==> src/rtl/hiword_pkg.sv <==
package hiword_pkg;

  localparam logic [31:0] OP_FIELD_MASK  = 32'hFFE0_07F8;
  localparam logic [31:0] READ_HI_MATCH  = 32'h4040_0000;
  localparam logic [31:0] WRITE_HI_MATCH = 32'h40C0_0000;
  localparam int          NUM_TARGETS    = 4;
  localparam int          SLOT_W         = $clog2(NUM_TARGETS);

  typedef enum logic [2:0] {
    TGT_NONE       = 3'd0,
    TGT_ENTRY_EVEN = 3'd1,
    TGT_ENTRY_ODD  = 3'd2,
    TGT_LINK_ADDR  = 3'd3,
    TGT_TAG        = 3'd4
  } hiTarget_e;

  typedef struct packed {
    logic              writeStb;
    logic              readStb;
    logic              readZero;
    logic [SLOT_W-1:0] slot;
  } hiStrobe_t;

  function automatic hiTarget_e decodeTarget(input logic [4:0] regNum, input logic [2:0] sel);
    hiTarget_e t;
    t = TGT_NONE;
    if (regNum == 5'd2 && sel == 3'd0)       t = TGT_ENTRY_EVEN;
    else if (regNum == 5'd3 && sel == 3'd0)  t = TGT_ENTRY_ODD;
    else if (regNum == 5'd17 && sel == 3'd0) t = TGT_LINK_ADDR;
    else if (regNum == 5'd28 && !sel[0])     t = TGT_TAG;
    return t;
  endfunction

  function automatic logic [SLOT_W-1:0] targetSlot(input hiTarget_e t);
    logic [SLOT_W-1:0] s;
    case (t)
      TGT_ENTRY_ODD: s = SLOT_W'(1);
      TGT_LINK_ADDR: s = SLOT_W'(2);
      TGT_TAG:       s = SLOT_W'(3);
      default:       s = SLOT_W'(0);
    endcase
    return s;
  endfunction

endpackage

==> src/rtl/hiword_control.sv <==
module hiword_control
  import hiword_pkg::*;
(
  input  logic        clk,
  input  logic        rstN,
  input  logic        valid,
  input  logic [31:0] instr,
  input  logic        hiEnable,
  input  logic        extPaEn,
  output hiStrobe_t   strobe,
  output logic        wbEn,
  output logic [4:0]  wbIdx,
  output logic        riExc
);

  logic      wordIsRead;
  logic      wordIsWrite;
  logic      trapNow;
  hiTarget_e target;
  logic [4:0] destIdx;

  assign destIdx = instr[20:16];

  always_comb begin
    wordIsRead  = (instr & OP_FIELD_MASK) == READ_HI_MATCH;
    wordIsWrite = (instr & OP_FIELD_MASK) == WRITE_HI_MATCH;
    target      = decodeTarget(instr[15:11], instr[2:0]);
    trapNow     = valid && (wordIsRead || wordIsWrite) && !hiEnable;
    strobe.readStb  = valid && wordIsRead && hiEnable && (destIdx != 5'd0);
    strobe.writeStb = valid && wordIsWrite && hiEnable && extPaEn && (target != TGT_NONE);
    strobe.readZero = !extPaEn || (target == TGT_NONE);
    strobe.slot     = targetSlot(target);
  end

  always_ff @(posedge clk) begin
    if (!rstN) begin
      riExc <= 1'b0;
      wbEn  <= 1'b0;
      wbIdx <= 5'd0;
    end else begin
      riExc <= trapNow;
      wbEn  <= strobe.readStb;
      if (strobe.readStb) wbIdx <= destIdx;
    end
  end

endmodule

==> src/rtl/hiword_datapath.sv <==
module hiword_datapath
  import hiword_pkg::*;
#(
  parameter bit WIDE_MODE        = 1'b1,
  parameter int GPR_W            = 64,
  parameter int ENTRY_MASK_SHIFT = 36,
  parameter int LINK_MASK_SHIFT  = 32,
  parameter int TAG_MASK_SHIFT   = 32
) (
  input  logic                        clk,
  input  logic                        rstN,
  input  hiStrobe_t                   strobe,
  input  logic [31:0]                 srcWord,
  input  logic [63:0]                 paMask,
  output logic [GPR_W-1:0]            rdData,
  output logic [NUM_TARGETS-1:0][63:0] regsView
);

  localparam int ENTRY_SLOTS = 2;

  for (genvar g = 0; g < NUM_TARGETS; g++) begin : g_slot
    localparam bit IS_ENTRY = (g < ENTRY_SLOTS);
    localparam int SHIFT    = IS_ENTRY ? ENTRY_MASK_SHIFT :
                              ((g == 2) ? LINK_MASK_SHIFT : TAG_MASK_SHIFT);
    logic [63:0] slotQ;
    logic [31:0] maskedWord;

    assign maskedWord = srcWord & 32'(paMask >> SHIFT);

    always_ff @(posedge clk) begin
      if (!rstN) begin
        slotQ <= 64'd0;
      end else if (strobe.writeStb && (strobe.slot == SLOT_W'(g))) begin
        if (WIDE_MODE && IS_ENTRY) slotQ[61:30] <= maskedWord;
        else                       slotQ[63:32] <= maskedWord;
      end
    end

    assign regsView[g] = slotQ;
  end

  logic [63:0] picked;
  logic [31:0] hiWord;
  logic [31:0] readWord;

  always_comb begin
    picked = regsView[strobe.slot];
    if (WIDE_MODE && (strobe.slot < SLOT_W'(ENTRY_SLOTS))) hiWord = picked[61:30];
    else                                                  hiWord = picked[63:32];
    readWord = strobe.readZero ? 32'd0 : hiWord;
  end

  always_ff @(posedge clk) begin
    if (!rstN)               rdData <= '0;
    else if (strobe.readStb) rdData <= GPR_W'(signed'(readWord));
  end

endmodule

==> src/rtl/hiword_access_unit.sv <==
module hiword_access_unit
  import hiword_pkg::*;
#(
  parameter bit WIDE_MODE        = 1'b1,
  parameter int ENTRY_MASK_SHIFT = 36,
  parameter int LINK_MASK_SHIFT  = 32,
  parameter int TAG_MASK_SHIFT   = 32,
  localparam int GPR_W           = WIDE_MODE ? 64 : 32
) (
  input  logic             clk,
  input  logic             rstN,
  input  logic             valid,
  input  logic [31:0]      instr,
  input  logic [31:0]      srcWord,
  input  logic             hiEnable,
  input  logic             extPaEn,
  input  logic [63:0]      paMask,
  output logic [GPR_W-1:0] rdData,
  output logic             wbEn,
  output logic [4:0]       wbIdx,
  output logic             riExc
);

  hiStrobe_t                    strobe;
  logic [NUM_TARGETS-1:0][63:0] regsView;

  hiword_control ctrl_i (
    .clk      (clk),
    .rstN     (rstN),
    .valid    (valid),
    .instr    (instr),
    .hiEnable (hiEnable),
    .extPaEn  (extPaEn),
    .strobe   (strobe),
    .wbEn     (wbEn),
    .wbIdx    (wbIdx),
    .riExc    (riExc)
  );

  hiword_datapath #(
    .WIDE_MODE        (WIDE_MODE),
    .GPR_W            (GPR_W),
    .ENTRY_MASK_SHIFT (ENTRY_MASK_SHIFT),
    .LINK_MASK_SHIFT  (LINK_MASK_SHIFT),
    .TAG_MASK_SHIFT   (TAG_MASK_SHIFT)
  ) dp_i (
    .clk      (clk),
    .rstN     (rstN),
    .strobe   (strobe),
    .srcWord  (srcWord),
    .paMask   (paMask),
    .rdData   (rdData),
    .regsView (regsView)
  );

endmodule

==> config.mk <==
export PLATFORM = sky130hd
export DESIGN_NAME = hiword_access_unit
export DESIGN_NICKNAME = d
export VERILOG_FILES = /design/src/rtl/hiword_pkg.sv /design/src/rtl/hiword_control.sv /design/src/rtl/hiword_datapath.sv /design/src/rtl/hiword_access_unit.sv
export SDC_FILE = /design/constraint.sdc
export NUM_CORES = 1
export LEC_CHECK = 0
export ABC_AREA = 0
export BUFFER_PORTS_ARGS = -buffer_cell sky130_fd_sc_hd__buf_4
export CAP_MARGIN = 15
export CORE_MARGIN = 5
export CORE_UTILIZATION = 30
export CTS_CLUSTER_DIAMETER = 200
export DETAILED_ROUTE_END_ITERATION = 10
export PLACE_DENSITY_LB_ADDON = 0.2
export RECOVER_POWER = 50
export SLEW_MARGIN = 20
export SYNTH_ARGS = -nofsm -noshare
export SYNTH_HDL_FRONTEND = slang
export SYNTH_SLANG_ARGS = --single-unit
export TNS_END_PERCENT = 10
==> constraint.sdc <==
create_clock -name clk -period 2.1 [get_ports clk]
set_input_delay 0.105 -clock clk [delete_from_list [all_inputs] [get_ports clk]]
set_output_delay 0.105 -clock clk [all_outputs]
set_load 0.05 [all_outputs]
# == Word level (Yosys, flattened, before mapping) ==
# Cells that the tools add are included.
# word_totals
register_bits,167
wordCells,60
latch_bits,0
ramBits,0
n_memories,0
out_inout_bits,71
input_bits,133
mem_bits_ro,0
# classes
n_eq_ne,12
bitwise_logic,2
n_mux,9
shift,0
n_mul,0
add_sub_neg,0
order_cmp,2
n_reduce_logical,27
n_div,0
# op_table
cell,n
binary-select mux 64 bit (select 2 bit),1
2-to-1 mux 32 bit,2
2-to-1 mux 64 bit,1
"== test 19 x 18 -> 1 bit, second input constant",2
AND 32 x 28 -> 32 bit,1
AND 32 bit,1
logical AND 1 bit,17
2-to-1 mux 3 bit,4
"== test 5 x 2 -> 1 bit, second input constant",2
"== test 5 bit, second input constant",2
"== test 3 x 2 -> 1 bit, second input constant",2
logical NOT 3 bit,2
case mux 2 bit (3 select lines),1
nonzero test 5 bit,1
"== test 2 bit, second input constant",2
"== test 3 bit, second input constant",1
logical NOT 1 bit,3
"< comparator 2 x 3 -> 1 bit, second input constant",1
nonzero test 3 bit,1
"== test 2 x 1 -> 1 bit, second input constant",1
logical NOT 2 bit,1
logical OR 1 bit,2
"< comparator 2 bit, second input constant",1

# == Depth between registers and ports, before layout ==
# Gate-level depths: netlist of run 1.
# logic_depth
ltp_word,12
ltp_mapped,9
ltp_nobuf,6

# == Hierarchy ==
# Synthesis of run 1 repeated with hierarchy kept, for this count alone.
# hier_totals
hier_cells,930
hier_area_um2,8211.6
# by_module_without_submodules
module,seq_area_each_um2,n_inst,area_each_um2,cells_per_inst
hiword_datapath,3042.9,1,7741.2,876
hiword_control,140.1,1,470.5,54

# == Worst setup path after synthesis of run 1 ==
# Ideal clock, no wire load.
# synth_timing
path_type,input to register
startpoint,in instr[5]
endpoint,reg dp_i.g_slot[1].slotQ[47]
cell_stages,8
setup_slack_ns,0.199
required_ns,1.974
arrival_ns,1.776
setup_time_ns,0.126
cell_sequence,nor4_1 > nand2_1 > or3_4 > or4_1 > buf_2 > buf_2 > nand3_1 > o21ai_0
# synth_between
elab_chain_cells,6
# synth_lines
element,line,source
from (decl),hiword_access_unit.sv:13,"input logic [31:0] instr,"
== test 19 x 18 -> 1 bit,hiword_control.sv:26,wordIsWrite = (instr & OP_FIELD_MASK) == WRITE_HI_MATCH;
logical AND 1 bit (4 in a row),hiword_control.sv:30,strobe.writeStb = valid && wordIsWrite && hiEnable && extPaEn && (target != TGT_NONE);
logical AND 1 bit,hiword_datapath.sv:33,end else if (strobe.writeStb && (strobe.slot == SLOT_W'(g))) begin
to (signal assigned),hiword_datapath.sv:34,if (WIDE_MODE && IS_ENTRY) slotQ[61:30] <= maskedWord;
to (signal assigned),hiword_datapath.sv:35,else slotQ[63:32] <= maskedWord;
to (decl),hiword_datapath.sv:25,logic [63:0] slotQ;
# No other way between the ends.
# A chain may end at the register's enable or synchronous reset.

# == Worst setup path in the final report of run 1 ==
# layout_timing
startpoint,in hiEnable
endpoint,reg dp_i.rdData[4]
# layout_between
elab_chain_cells,2
# layout_lines
element,line,source
from (decl),hiword_access_unit.sv:15,"input logic hiEnable,"
logical AND 1 bit (2 in a row),hiword_control.sv:29,strobe.readStb = valid && wordIsRead && hiEnable && (destIdx != 5'd0);
to (signal assigned),hiword_datapath.sv:55,else if (strobe.readStb) rdData <= GPR_W'(signed'(readWord));
to (decl),hiword_datapath.sv:15,"output logic [GPR_W-1:0] rdData,"
# No other way between the ends.

==> summary.txt, run 1 <==
Place
  • Post-DP Area: 8710 sq um
  • Post-place setup slack: -0.06044 ns
  • DP Cell Count: 1254
  • Gp weighted congestion: 0.7631
  • Buffers on Ports: 171
  • Final HPWL DP: 16130 um

Clocking
  • Max clock buf depth: 2
  • Post-CTS setup buffer count: 0
  • Root Buffer: clkbuf_16
  • H-Tree Depth: 4
  • Worst skew pair latency: 0.43 ns
  • Worst-path clk slew: 0.06 ns
  • CTS tree: built
  • CTS Buf Count: 17
  • Clock tree sinks: 159

Finish
  • Antenna cells: 0
  • Filler Cell Count: 2368
  • Multi-input logic area: 3401 sq um
  • Most frequent cells in the layout: dfxtp_1, buf_4, nand2_1
  • Core Util, Final: 0.4233
  • Area Overhead vs Synth: 39.58%
  • Register area: 3183 sq um
  • Most common cell after layout, fill and taps aside: dfxtp_1
  • Nets: 1170
  • Fin area: 9876 sq um
  • Layout cells sized above 1: 0.2212
  • Final non-filler cell total: 1368

Logic synthesis
  • Synth Instances: 809
  • Top cells by area, synth: dfxtp_1, nand3_1, a21boi_0
  • Syn_area_per_cell: 8.746 sq um
  • Post-synth EDFFs: 0
  • Synth Flop Type: dfxtp_1
  • Sequential fraction of the synthesis area: 0.4499
  • Syn Nets: 942
  • Unique cell type count in the Yosys netlist: 48
  • Synth async-reset ratio: 0
  • Top-area cell type share of the netlist area: 0.4499
  • Yosys Warn Count: 0
  • Mapped Area: 7076 sq um
  • Cell taking the most area after synthesis: dfxtp_1
  • Post-synthesis register bit count: 159

Critical path
  • Worst r2r dst: dp_i.rdData[7]
  • Reg2Reg Setup Slack: 0.95 ns
  • Worst Path Required: 2.46 ns
  • Reg2Reg Depth: 5
  • Crit Path Max Fanout: 4
  • Setup crit end: dp_i.rdData[4]
  • FF-to-FF Start: dp_i.g_slot[1].slotQ[37]
  • WS Path Type: input pin to register
  • CP startpoint: hiEnable
  • CP Capture Type: register
  • Crit path arrival time: 2.37 ns
  • Startpoint Class: input pin

GRT
  • Vias in the first global route: 6545
  • Initial antenna violation count: 0
  • First-pass GRT wire length: 36250 um
  • GRT Util Overall: 0.1725
  • Largest net degree at the start of global routing: 53
  • Grt total ovfl: 0

Timing
  • Crit path time final: 2.007 ns
  • Final worst-path cycle share: 0.9557
  • Final setup margin: 0.09310 ns
  • Final setup TNS: 0 ns
  • Endpoints failing setup: 0
  • Tightest Pin Transition: 0.7134 ns
  • Fmax achieved: 498.3 MHz
  • Setup Skew: 0.009431 ns
  • Slew headroom: 0.5265
  • Max Slew Vio Count: 0
  • Final hold vios: 0
  • RSZ-0062 raised after global routing: true
  • Worst Hold Slack: 0.1310 ns

Drt
  • WL met1: 10770 um
  • Final WL: 23340 um
  • Remaining antenna violation count: 0
  • Via count: 6509
  • Routed vias/inst: 4.758
  • DR WL met3: 949 um
  • DRC: 0
  • Wire per inst: 17.06 um
  • Pre-Repair DR Iteration Count: 4
  • Highest Signal Layer: met4
  • DR WL met2: 11380 um
  • DRT iter0 DRCs: 314

Pwr
  • VDD IR max: 0.0003774 V
  • Tot Pwr: 6.438 mW
  • P per Cell Area: 651.9 nW/um^2
  • Leakage power: 3.797 nW

Floorplanning
  • I/O pin cnt: 204
  • Die height: 163.6 um
  • Chip width: 163.6 um
  • Starting density of the core: 0.3032
  • # rows: 56
  • Die area: 26760 sq um
  • Core box area: 23330 sq um

Job
  • Maxcap violations: 0

Status
  • Status: finished, final reports clean

Min path
  • Worst Hold Class: input pin to register
area by class of cell:
| type | count | area share |
|---|---|---|
| clock buffers | 22 | 0.04700 |
| repair buffers | 300 | 0.2373 |
| flip-flops and latches | 159 | 0.3223 |
| clock inverters | 9 | 0.008615 |
| well taps | 319 | 0.04042 |
| multi-input cells | 559 | 0.3444 |
critical path, stage by stage:
cell and delay [ns]:
dlygate4sd3_1 0.55, buf_4 0.13, nor2b_1 0.20, nand2b_1 0.09, or4_1 0.49, buf_4 0.20, a2111oi_0 0.42, a21oi_1 0.07
nor2b_1 0.11
how the worst min path moves through the flow:
stage                                to      from  slack (ns)  cells after the start
6_report       dp_i.g_slot[3].slotQ[63]      rstN        0.13                      2
5_1_grt        dp_i.g_slot[3].slotQ[61]      rstN        0.15                      2
4_1_cts        dp_i.g_slot[3].slotQ[63]      rstN        0.12                      2
3_5_place_dp               ctrl_i.riExc  hiEnable        0.29                      2
3_3_place_gp               ctrl_i.riExc  hiEnable        0.30                      2
2_1_floorplan              ctrl_i.riExc  hiEnable        0.18                      1
power by group:
group          internal (mW)  leakage, nW  switching [mW]
registers               3.02         1.28    0.0000000405
clock network           1.69        0.263            1.25
logic                  0.274         2.25           0.210
total                   4.98         3.80            1.46
routing by layer:
metal,up-vias,global-route usage
met5,-,0
met4,0,0.04575
met2,137,0.2898
met3,14,0.02776
met1,3041,0.2310
li1,3317,-
kinds of logic after synthesis:
group,synth area share
AOI/OAI and AO/OA,0.1791
muxes,0.07445
and+or+nand+nor,0.2237
buffers and inverters,0.07285
DFF,0.4499
cells in the mapped netlist, types with 2 or more instances:
master     instances
dfxtp_1          159
nand2_1          129
nand3_1          128
a21boi_0          71
o21ai_0           39
mux2i_1           38
clkbuf_1          37
buf_4             32
nor2b_1           15
buf_2             13
mux2_2            13
o22a_1            12
nor2_1            11
nor3_1            11
o221ai_1          10
o22ai_1           10
a21oi_1            7
a2111oi_0          6
o2111ai_1          6
a21boi_1           5
buf_6              5
a31oi_1            4
and2_1             4
buf_1              4
nand4_1            4
nor4_1             4
o31ai_1            4
or2_2              4
a22oi_1            3
nand3b_1           2
or4_1              2
registers in the layout, summed over array words and instances (netlist names):
name and flops:
dp_i.g_slot.slotQ 120, dp_i.rdData 32, ctrl_i.wbIdx 5, ctrl_i.riExc 1, ctrl_i.wbEn 1
timing repair:
item                                    in CTS  in global routing
hold buffers                                83                  0
gates resized for setup                      0                  7
endpoints found under the setup margin       0                 11
hold endpoints to repair                    90                  0
Note: power is estimated with default switching activity, not from simulation.
==> run 2, diff against run 1 <==
--- a/config.mk
+++ b/config.mk
@@ -6,8 +6,9 @@
 export NUM_CORES = 1
 export LEC_CHECK = 0
 export ABC_AREA = 0
-export BUFFER_PORTS_ARGS = -buffer_cell sky130_fd_sc_hd__buf_4
+export BUFFER_PORTS_ARGS = -buffer_cell sky130_fd_sc_hd__buf_2
 export CAP_MARGIN = 15
+export CORE_ASPECT_RATIO = 0.9
 export CORE_MARGIN = 5
 export CORE_UTILIZATION = 30
 export CTS_CLUSTER_DIAMETER = 200
==> run 2 against run 1 <==
  * First-iteration DRC count increased by 26%
  * Clock skew decreased by 0.0022 ns
  * Flip-flop and latch count is the same
  * Non-clock buffer count shrank 15
  * Global-route usage shrank 0.24 points
  * Critical path depth up 1
  * Routed wire length is 1.5% lower
  * Critical endpoint is now dp_i.rdData[5]
==> summary.txt, run 2 (synthesis gave the netlist of run 1 again) <==
Status
  • Status: finished, final reports clean

Pwr
  • Clock share of power: 0.488
  • P per Cell Area: 706.7 nW/um^2
  • Combinational share of power: 0.063
  • VDD IR max: 0.0003876 V
  • Sw Share: 0.2219
  • Leakage power: 3.745 nW
  • Sw power: 1.490 mW
  • Cell Int Power: 5.224 mW
  • Sequential Power Share: 0.449

Finish
  • Antenna cells: 0
  • Max FFs per register: 120
  • Registers with the most flip-flops: dp_i.g_slot.slotQ (120), dp_i.rdData (32), ctrl_i.wbIdx (5)
  • Most common cell after layout, fill and taps aside: dfxtp_1
  • Largest Register: dp_i.g_slot.slotQ
  • Most frequent cells in the layout: dfxtp_1, buf_2, nand2_1
  • Fin area: 9500 sq um
  • Nets: 1155
  • Core Util, Final: 0.4082
  • Layout cells sized above 1: 0.2261
  • Final non-filler cell total: 1337
  • Area Overhead vs Synth: 34.27%

Timing
  • Final hold vios: 0
  • Worst Hold Slack: 0.02002 ns
  • Endpoints failing setup: 0
  • Final worst-path cycle share: 0.9654
  • Setup Skew: 0.007226 ns
  • Tightest Pin Transition: 0.6799 ns
  • Slew headroom: 0.5461
  • Fmax achieved: 493.3 MHz
  • Crit path time final: 2.027 ns
  • Max Slew Vio Count: 0
  • RSZ-0062 raised after global routing: true

Clocking
  • Worst skew pair latency: 0.42 ns
  • CTS tree: built
  • Clock tree sinks: 159
  • Post-CTS setup buffer count: 0
  • Worst-path clk slew: 0.06 ns
  • CTS Buf Count: 17
  • H-Tree Depth: 4
  • Root Buffer: clkbuf_16
  • Max clock buf depth: 2

Drt
  • DRT iter0 DRCs: 397
  • Pre-Repair DR Iteration Count: 5
  • Wire per inst: 17.20 um
  • Remaining antenna violation count: 0
  • Routed vias/inst: 4.871
  • Final WL: 23000 um
  • DRC: 0
  • Via count: 6513

Place
  • Final HPWL DP: 15760 um
  • Gp weighted congestion: 0.7771
  • Post-DP Area: 8238 sq um
  • Buffers on Ports: 171
  • DP Cell Count: 1237

Floorplanning
  • # rows: 53
  • Starting density of the core: 0.3040
  • I/O pin cnt: 204
  • Die height: 155.7 um
  • Core box area: 23280 sq um
  • Chip width: 171.9 um
  • Die area: 26760 sq um

Critical path
  • Worst Path Required: 2.46 ns
  • WS Path Type: input pin to register
  • Crit path arrival time: 2.39 ns
  • Crit Path Max Fanout: 9
  • CP Capture Type: register
  • Startpoint Class: input pin

GRT
  • Grt total ovfl: 0
  • GRT Util Overall: 0.1701
  • Vias in the first global route: 6521
  • Initial antenna violation count: 0
  • First-pass GRT wire length: 35800 um
  • Largest net degree at the start of global routing: 100

Min path
  • Worst Hold Class: input pin to register

Job
  • Maxcap violations: 0
run 2: per-stage QoR:
| stage | setup slack (ns) | setup TNS (ns) | power, mW |
|---|---|---|---|
| 6_report | 0.07265 | 0 | 6.714 |
| 5_1_grt | -0.05662 | -0.1778 | 6.964 |
| 4_1_cts | 0.007887 | 0 | 6.792 |
| 3_5_place_dp | -0.1345 | -4.647 | 3.405 |
| 3_3_place_gp | -0.1532 | -3.221 | 3.407 |
| 2_1_floorplan | 0.1986 | 0 | 3.205 |
run 2: final timing paths:
path / start / to / slack [ns] / cells past startpoint
hold reg to reg: dp_i.rdData[9] / dp_i.rdData[9] / 0.45 / 2
hold / removal: srcWord[9] / dp_i.g_slot[3].slotQ[41] / 0.02 / 3
setup / recovery: instr[20] / dp_i.rdData[5] / 0.07 / 10
setup reg to reg: dp_i.g_slot[0].slotQ[35] / dp_i.rdData[5] / 0.84 / 5
run 2: cell type report:
type	instances	area, sq um
clock inverters	14	188.9
clock buffers	18	429.2
multi-input cells	559	3397
flip-flops and latches	159	3183
repair buffers	285	1924
well taps	302	377.9
fillers	2419	13780
run 2: power groups by stage:
stage	sequential, mW	clock, mW	combinational, mW
after CTS	3.01	3.36	0.422
after global placement	3.08	0	0.324
after floorplan	3.08	0	0.123
after detailed placement	3.08	0	0.322
after global routing	3.01	3.49	0.458
final	3.01	3.28	0.423
run 2: critical path, cell delays in order:
cell	delay [ns]
dlygate4sd3_1	0.53
buf_2	0.11
nor3_1	0.05
and2_1	0.16
or4_1	0.51
buf_4	0.20
a2111oi_1	0.37
buf_4	0.18
a21oi_1	0.03
nor2b_1	0.11
run 2: timing repair:
action                                  CTS  global route
hold buffers                             67             1
endpoints found under the setup margin    0            13
endpoints found under the hold margin    82             1
resized for setup                         0             9
run 2: metal layers:
layer	global-route usage	vias to the layer above	wire length, um
li1	-	3290	-
met4	0.04042	0	280
met1	0.2386	3080	11090
met5	0	-	0
met2	0.2722	127	10760
met3	0.03142	16	869
